File: src/rtl/spi_rx_hold_pkg.sv
package spi_rx_hold_pkg;

  // Strobes from control to datapath
  typedef struct packed {
    logic loadBuf;   // capture incoming byte into the buffer
  } rxCtrlT;

  // Classification of one cycle's events
  typedef enum logic [1:0] {
    EV_IDLE   = 2'd0,
    EV_STORE  = 2'd1,  // byte arrives into free (or concurrently read) buffer
    EV_COLL   = 2'd2,  // byte arrives while buffer holds unread data
    EV_READ   = 2'd3   // software read with no arrival
  } rxEventT;

endpackage

File: src/rtl/spi_rx_hold_ctrl.sv
module spi_rx_hold_ctrl
  import spi_rx_hold_pkg::*;
(
  input  logic   clk,
  input  logic   rstN,
  input  logic   byteDone,
  input  logic   swRead,
  input  logic   swClrOvf,
  input  logic   overwriteEn,
  output rxCtrlT ctrl,
  output logic   fullQ,
  output logic   ovfQ
);

  rxEventT evt;
  logic    fullD;
  logic    ovfD;

  // Classify the cycle
  always_comb begin
    if (byteDone && (!fullQ || swRead)) evt = EV_STORE;
    else if (byteDone)                  evt = EV_COLL;
    else if (swRead)                    evt = EV_READ;
    else                                evt = EV_IDLE;
  end

  // Decide buffer load and next flag values
  always_comb begin
    ctrl.loadBuf = 1'b0;
    fullD        = fullQ;
    ovfD         = ovfQ && !swClrOvf;
    unique case (evt)
      EV_STORE: begin
        ctrl.loadBuf = 1'b1;
        fullD        = 1'b1;
      end
      EV_COLL: begin
        ctrl.loadBuf = overwriteEn;
        fullD        = 1'b1;
        ovfD         = 1'b1;   // new event wins over a same-cycle clear
      end
      EV_READ: fullD = 1'b0;
      default: ;
    endcase
  end

  always_ff @(posedge clk or negedge rstN) begin
    if (!rstN) begin
      fullQ <= 1'b0;
      ovfQ  <= 1'b0;
    end else begin
      fullQ <= fullD;
      ovfQ  <= ovfD;
    end
  end

endmodule

File: src/rtl/spi_rx_hold_dp.sv
module spi_rx_hold_dp
  import spi_rx_hold_pkg::*;
#(
  parameter int DATA_W = 8
) (
  input  logic              clk,
  input  logic              rstN,
  input  rxCtrlT            ctrl,
  input  logic [DATA_W-1:0] byteData,
  output logic [DATA_W-1:0] bufQ
);

  always_ff @(posedge clk or negedge rstN) begin
    if (!rstN)             bufQ <= '0;
    else if (ctrl.loadBuf) bufQ <= byteData;
  end

endmodule

File: src/rtl/spi_rx_hold.sv
module spi_rx_hold
  import spi_rx_hold_pkg::*;
#(
  parameter int DATA_W = 8
) (
  input  logic              clk,
  input  logic              rstN,
  input  logic              byteDone,
  input  logic [DATA_W-1:0] byteData,
  input  logic              swRead,
  input  logic              swClrOvf,
  input  logic              overwriteEn,
  output logic [DATA_W-1:0] rxBuf,
  output logic              bufFull,
  output logic              overflow
);

  rxCtrlT ctrl;

  spi_rx_hold_ctrl u_ctrl (
    .clk         (clk),
    .rstN        (rstN),
    .byteDone    (byteDone),
    .swRead      (swRead),
    .swClrOvf    (swClrOvf),
    .overwriteEn (overwriteEn),
    .ctrl        (ctrl),
    .fullQ       (bufFull),
    .ovfQ        (overflow)
  );

  spi_rx_hold_dp #(.DATA_W(DATA_W)) u_dp (
    .clk      (clk),
    .rstN     (rstN),
    .ctrl     (ctrl),
    .byteData (byteData),
    .bufQ     (rxBuf)
  );

endmodule

File: config.mk
export PLATFORM = sky130hd
export DESIGN_NAME = spi_rx_hold
export DESIGN_NICKNAME = d
export VERILOG_FILES = /design/src/rtl/spi_rx_hold_pkg.sv /design/src/rtl/spi_rx_hold_ctrl.sv /design/src/rtl/spi_rx_hold_dp.sv /design/src/rtl/spi_rx_hold.sv
export SDC_FILE = /design/constraint.sdc
export NUM_CORES = 1
export LEC_CHECK = 0
export BUFFER_PORTS_ARGS = -buffer_cell sky130_fd_sc_hd__buf_2
export CAP_MARGIN = 40
export CORE_AREA = 2 2 39 41
export CTS_CLUSTER_DIAMETER = 40
export DETAILED_ROUTE_END_ITERATION = 6
export DIE_AREA = 0 0 41 43
export GPL_TIMING_DRIVEN = 0
export PLACE_DENSITY = 0.71
export SYNTH_ARGS = -nofsm -noshare
export SYNTH_HDL_FRONTEND = slang
export SYNTH_HIERARCHICAL = 1
export SYNTH_SLANG_ARGS = --single-unit
File: constraint.sdc
create_clock -name clk -period 3.3 [get_ports clk]
set_input_delay 0 -clock clk [delete_from_list [all_inputs] [get_ports clk]]
set_output_delay 0 -clock clk [all_outputs]
set_load 0.005 [all_outputs]
### Word-level counts from Yosys, hierarchy flattened

Cells that the tools add are included.

* equal/unequal tests: 3
* muxes and demuxes: 6
* reduce and logical (&&, ||, !) cells: 7

Operator list (number)
* $mux 2: 3
* $eq 2x2->1 const B: 2
* $pmux 1 s2: 2
* $eq 2x1->1 const B: 1
* $logic_and 1x1->1: 2
* $logic_not 1->1: 2
* $reduce_bool 2->1: 1
* $reduce_or 2->1: 1
* $logic_or 1x1->1: 1
* $mux 1: 1

* register bits: 10
* input bits: 14
* output and inout port bits: 10
* logic and storage cells: 19

### Logic depth before layout (Yosys ltp)

* word-level depth: 7
* mapped depth: 7
* depth with buffers taken out: 6

### Cells and area by module

The synthesis kept the hierarchy.

Modules (own cells, without submodules)
* spi_rx_hold_dp: instances 1, cells each 17, area each 331.6 sq um, seq. area each 200.2 sq um
* spi_rx_hold_ctrl: instances 1, cells each 15, area each 145.1 sq um, seq. area each 50.0 sq um

### Worst setup path after synthesis

Ideal clock, no wire load.

* path type: register -> register
* from: reg u_ctrl.fullQ
* to: reg u_dp.bufQ[0]
* setup time: 0.125 ns
* arrival time: 1.508 ns
* required time: 3.175 ns
* setup slack: 1.666 ns
* stages on the path, launching flop included: 7
* path buffers: 1
* clock period less this slack: 1.634 ns
* cells stage by stage: dfrtp_1 -> nand2_1 -> mux2_2 -> ha_1 -> nor2_1 -> buf_6 -> mux2_4

* cells in the longest elaborated chain, start to end: 6
* elaborated cells between the ends (all ways): 7
* those cells by class: eq/ne (2); mux (2); reduce/logical (3)

Ends and longest elaborated chain
* from (decl): RTL line spi_rx_hold_ctrl.sv:11 `output logic fullQ,`
* from (signal assigned): RTL line spi_rx_hold_ctrl.sv:52 `fullQ <= fullD;`
* $logic_not 1->1 *: RTL line spi_rx_hold_ctrl.sv:21 `if (byteDone && (!fullQ || swRead)) evt = EV_STORE;`
* $logic_or 1x1->1 *: RTL line spi_rx_hold_ctrl.sv:21
* $logic_and 1x1->1 *: RTL line spi_rx_hold_ctrl.sv:21
* $mux 2 *: RTL line spi_rx_hold_ctrl.sv:21
* $eq 2x2->1 / $eq 2x1->1 (equally long branches): RTL line spi_rx_hold_ctrl.sv:32 `unique case (evt)`
* $pmux 1 s2 *: RTL line spi_rx_hold_ctrl.sv:32
* named net ctrl: RTL line spi_rx_hold.sv:18 `rxCtrlT ctrl;`
* to (signal assigned): RTL line spi_rx_hold_dp.sv:15 `else if (ctrl.loadBuf) bufQ <= byteData;`
* to (decl): RTL line spi_rx_hold_dp.sv:10 `output logic [DATA_W-1:0] bufQ`

Mark *: on every way through the listed nets, which the timed path passes. The rest lies on a longest branch.
A chain may end at the register's enable or synchronous reset.

### Worst setup path in the final report

* from: in swRead
* to: reg u_dp.bufQ[1]

* cells in the longest elaborated chain, start to end: 5
* elaborated cells between the ends (all ways): 8
* those cells by class: eq/ne (2); mux (4); reduce/logical (2)

Ends and longest elaborated chain
* from (decl): RTL line spi_rx_hold.sv:10 `input logic swRead,`
* $mux 2 / $logic_or 1x1->1 (equally long branches): RTL line spi_rx_hold_ctrl.sv:23, spi_rx_hold_ctrl.sv:21
* $mux 2 / $logic_and 1x1->1 (equally long branches): RTL line spi_rx_hold_ctrl.sv:22, spi_rx_hold_ctrl.sv:21
* $mux 2 *: RTL line spi_rx_hold_ctrl.sv:21
* $eq 2x2->1 / $eq 2x1->1 (equally long branches): RTL line spi_rx_hold_ctrl.sv:32
* $pmux 1 s2 *: RTL line spi_rx_hold_ctrl.sv:32
* named net ctrl: RTL line spi_rx_hold.sv:18

Marked as above.

==> results.py <==
metrics = {
    "cts": {
        "cts.sinks": 10,
        "cts_tree": "yes",
        "htreeDepth": 1,
        "cts_inserted_buffers": 3,
        "clockRootBuffer": "clkbuf_4",
        "cts_buffer_depth": 2,
        "clkLatencyLatePin_ns": 0.26,
        "cts.clk_slew.worst_paths_ns": 0.06,
    },
    "pwr": {
        "powerDensity_nw_per_um2": 541,
        "p_leak_nw": 0.403,
        "irDropWorstVdd_mv": 0.203,
        "total_power_uw": 410,
    },
    "synthesis": {
        "netlist_area_sq_um": 477,
        "ys_ff_latch": 10,
        "synth_cell_types": 13,
        "synthesis.nets": 48,
        "synth_area_leader_cell": "dfrtp_1",
        "syn_avg_cell_area_sq_um": 14.9,
        "synth_area_leaders": "dfrtp_1 52%, mux2_4 25%, ha_1 5.2%",
        "yosysSeqAreaShare": 0.525,
        "yosysTopAreaCellShare": 0.525,
        "synth_cells": 32,
        "yosysWarningCount": 6,
    },
    "floorplanning": {
        "fp.dieH_um": 43,
        "core_area_sq_um": 1380,
        "placement_rows": 14,
        "dieWidth_um": 41,
        "io_pins": 24,
        "die-area_sq_um": 1760,
        "initial_utilization": 0.344,
    },
    "cells_and_area": {
        "drive_above_1_share": 0.543,
        "areaGrowthSynthToFinish_pct": 59.1,
        "num_antenna_cells": 0,
        "finalNonFillerCells": 86,
        "mostFrequentLayoutCell": "buf_2",
        "most-common-layout-cells": "23 x buf_2, 11 x dlygate4sd3_1, 10 x dfrtp_1, 8 x mux2_4, 3 x clkbuf_4",
        "fin_nets": 87,
    },
    "critical_path": {
        "worstSetupPathType": "in -> reg",
        "r2r_slack_ns": 1.57,
        "r2r_cells": 6,
        "r2r-start": "u_ctrl/fullQ",
        "r2r-end": "u_dp/bufQ[1]",
        "crit_end": "u_dp/bufQ[1]",
        "worstPathRequired_ns": 3.44,
        "worstPathArrival_ns": 1.91,
        "slowest_delay_ns": 0.51,
        "crit_slowest_cell": "dlygate4sd3_1",
        "end_kind": "flop",
        "path_max_fanout": 8,
        "crit_path_start_kind": "input port",
        "crit_start": "swRead",
        "crit_chain": "dlygate4sd3_1 > buf_2 > mux2_2 > ha_1 > nor2_1 > buf_6 > mux2_4",
    },
    "route": {
        "drtAntennaViolNets": 0,
        "route.detailed.drc": 0,
        "first_pass_iters": 1,
        "first_iter_violations": 0,
        "avgRoutedWirePerCell_um": 11.7,
        "num_vias": 369,
        "wirelength_um": 1000,
        "viasPerCell": 4.29,
    },
    "global_route": {
        "grt_util_all_layers": 0.144,
        "grt_overflow": 0,
        "grt_max_degree": 11,
        "grt_pass1_vias": 398,
        "grt_pass1_wl_um": 1660,
        "grt_antenna_before_repair": 0,
    },
    "place": {
        "place.port_buffers": 23,
        "dp_cells": 71,
        "routabilityCongestion": 0.543,
        "post-dp-hpwl_um": 667,
    },
    "sta": {
        "max_freq_mhz": 564,
        "setup_viol": 0,
        "worst_slew_pin_slew_ns": 0.224,
        "fin_crit_sh": 0.537,
        "period_minus_slack_ns": 1.77,
        "setup_tns_ns": 0,
        "relSlewSlack": 0.850,
        "rsz0062_at_grt": "false",
        "finClkSkew_ns": 0.00441,
        "hold_slack_ns": 0.0124,
        "slew_violations": 0,
        "finalHoldViolCount": 0,
    },
    "outcome": {
        "outcome": "completed",
    },
    "worst_hold_path": {
        "hold_path_depth": 2,
        "hold_path.class": "in -> reg",
    },
    "flow_run": {
        "drv_cap": 0,
    },
}
-- critical path, delay by kind of cell --
kind | cells | cell delay [ns]
buffers and inverters | 3 | 0.84
multiplexers | 2 | 0.65
adder cells (fa/ha/maj) | 1 | 0.28
AND/OR/NAND/NOR | 1 | 0.14
-- cells in the mapped netlist, drive strengths merged --
cell type	count
inv	2
buf	1
mux2	9
o21bai	1
mux2i	1
a21o	2
nand2	1
nor2	1
ha	2
a21oi	2
dfrtp	10
-- kinds of logic after synthesis --
group                    count (synthesis)  synth area share
flip-flops                              10             0.525
adder cells (fa/ha/maj)                  2            0.0525
AND/OR/NAND/NOR                          2            0.0157
multiplexers                            10             0.297
AO/OA/AOI/OAI                            5            0.0709
buffers and inverters                    3            0.0394
-- how the worst min path moves through the flow --
| stage | from | end |
|---|---|---|
| 2_1_floorplan | rstN | u_ctrl/fullQ |
| 5_1_grt | byteDone | u_ctrl/fullQ |
| 6_report | byteDone | u_ctrl/fullQ |
| 4_1_cts | byteDone | u_ctrl/fullQ |
| 3_5_place_dp | rstN | u_ctrl/ovfQ |
| 3_3_place_gp | rstN | u_ctrl/ovfQ |
-- layout make-up --
type                       count  area [sq um]
tap                           16          20.0
timing repair buffer          34           225
clock buffer                   4          36.3
sequential                    10           250
buffer                         1          11.3
fill                         136           626
inverter                       2          7.51
multi-input combinational     19           208
-- where the power goes --
part	total [mW]	leakage, nW	switching [mW]	internal [mW]
Clock	0.107	0.0210	0.0398	0.0668
Sequential	0.172	0.118	0.0162	0.156
Combinational	0.131	0.265	0.0437	0.0876
-- flip-flops by register name, indices dropped and copies added, names as in the netlist --
| register | flops |
|---|---|
| u_dp/bufQ | 8 |
| u_ctrl/fullQ | 1 |
| u_ctrl/ovfQ | 1 |
-- metal layers --
layer | global-route usage | wire length, um | vias up
met5 | 0 | 0 | -
met4 | 0.0800 | 0 | 0
met3 | 0.0471 | 61 | 0
met2 | 0.238 | 541 | 13
met1 | 0.151 | 401 | 170
li1 | - | - | 186
-- through the flow --
step,utilization,cell area [sq um],setup slack [ns]
detailed placement,0.442,612,1.58
floorplan,-,477,1.67
global placement,0.442,612,1.60
finish,0.548,758,1.53
global route,0.548,758,1.45
CTS,0.548,758,1.53
-- timing repair --
action	4_1_cts	5_1_grt
hold endpoints to repair	20	0
hold buffers	11	0
resized for setup	0	0
setup buffers	0	0
No activity file was read; power rests on OpenSTA's default activity.
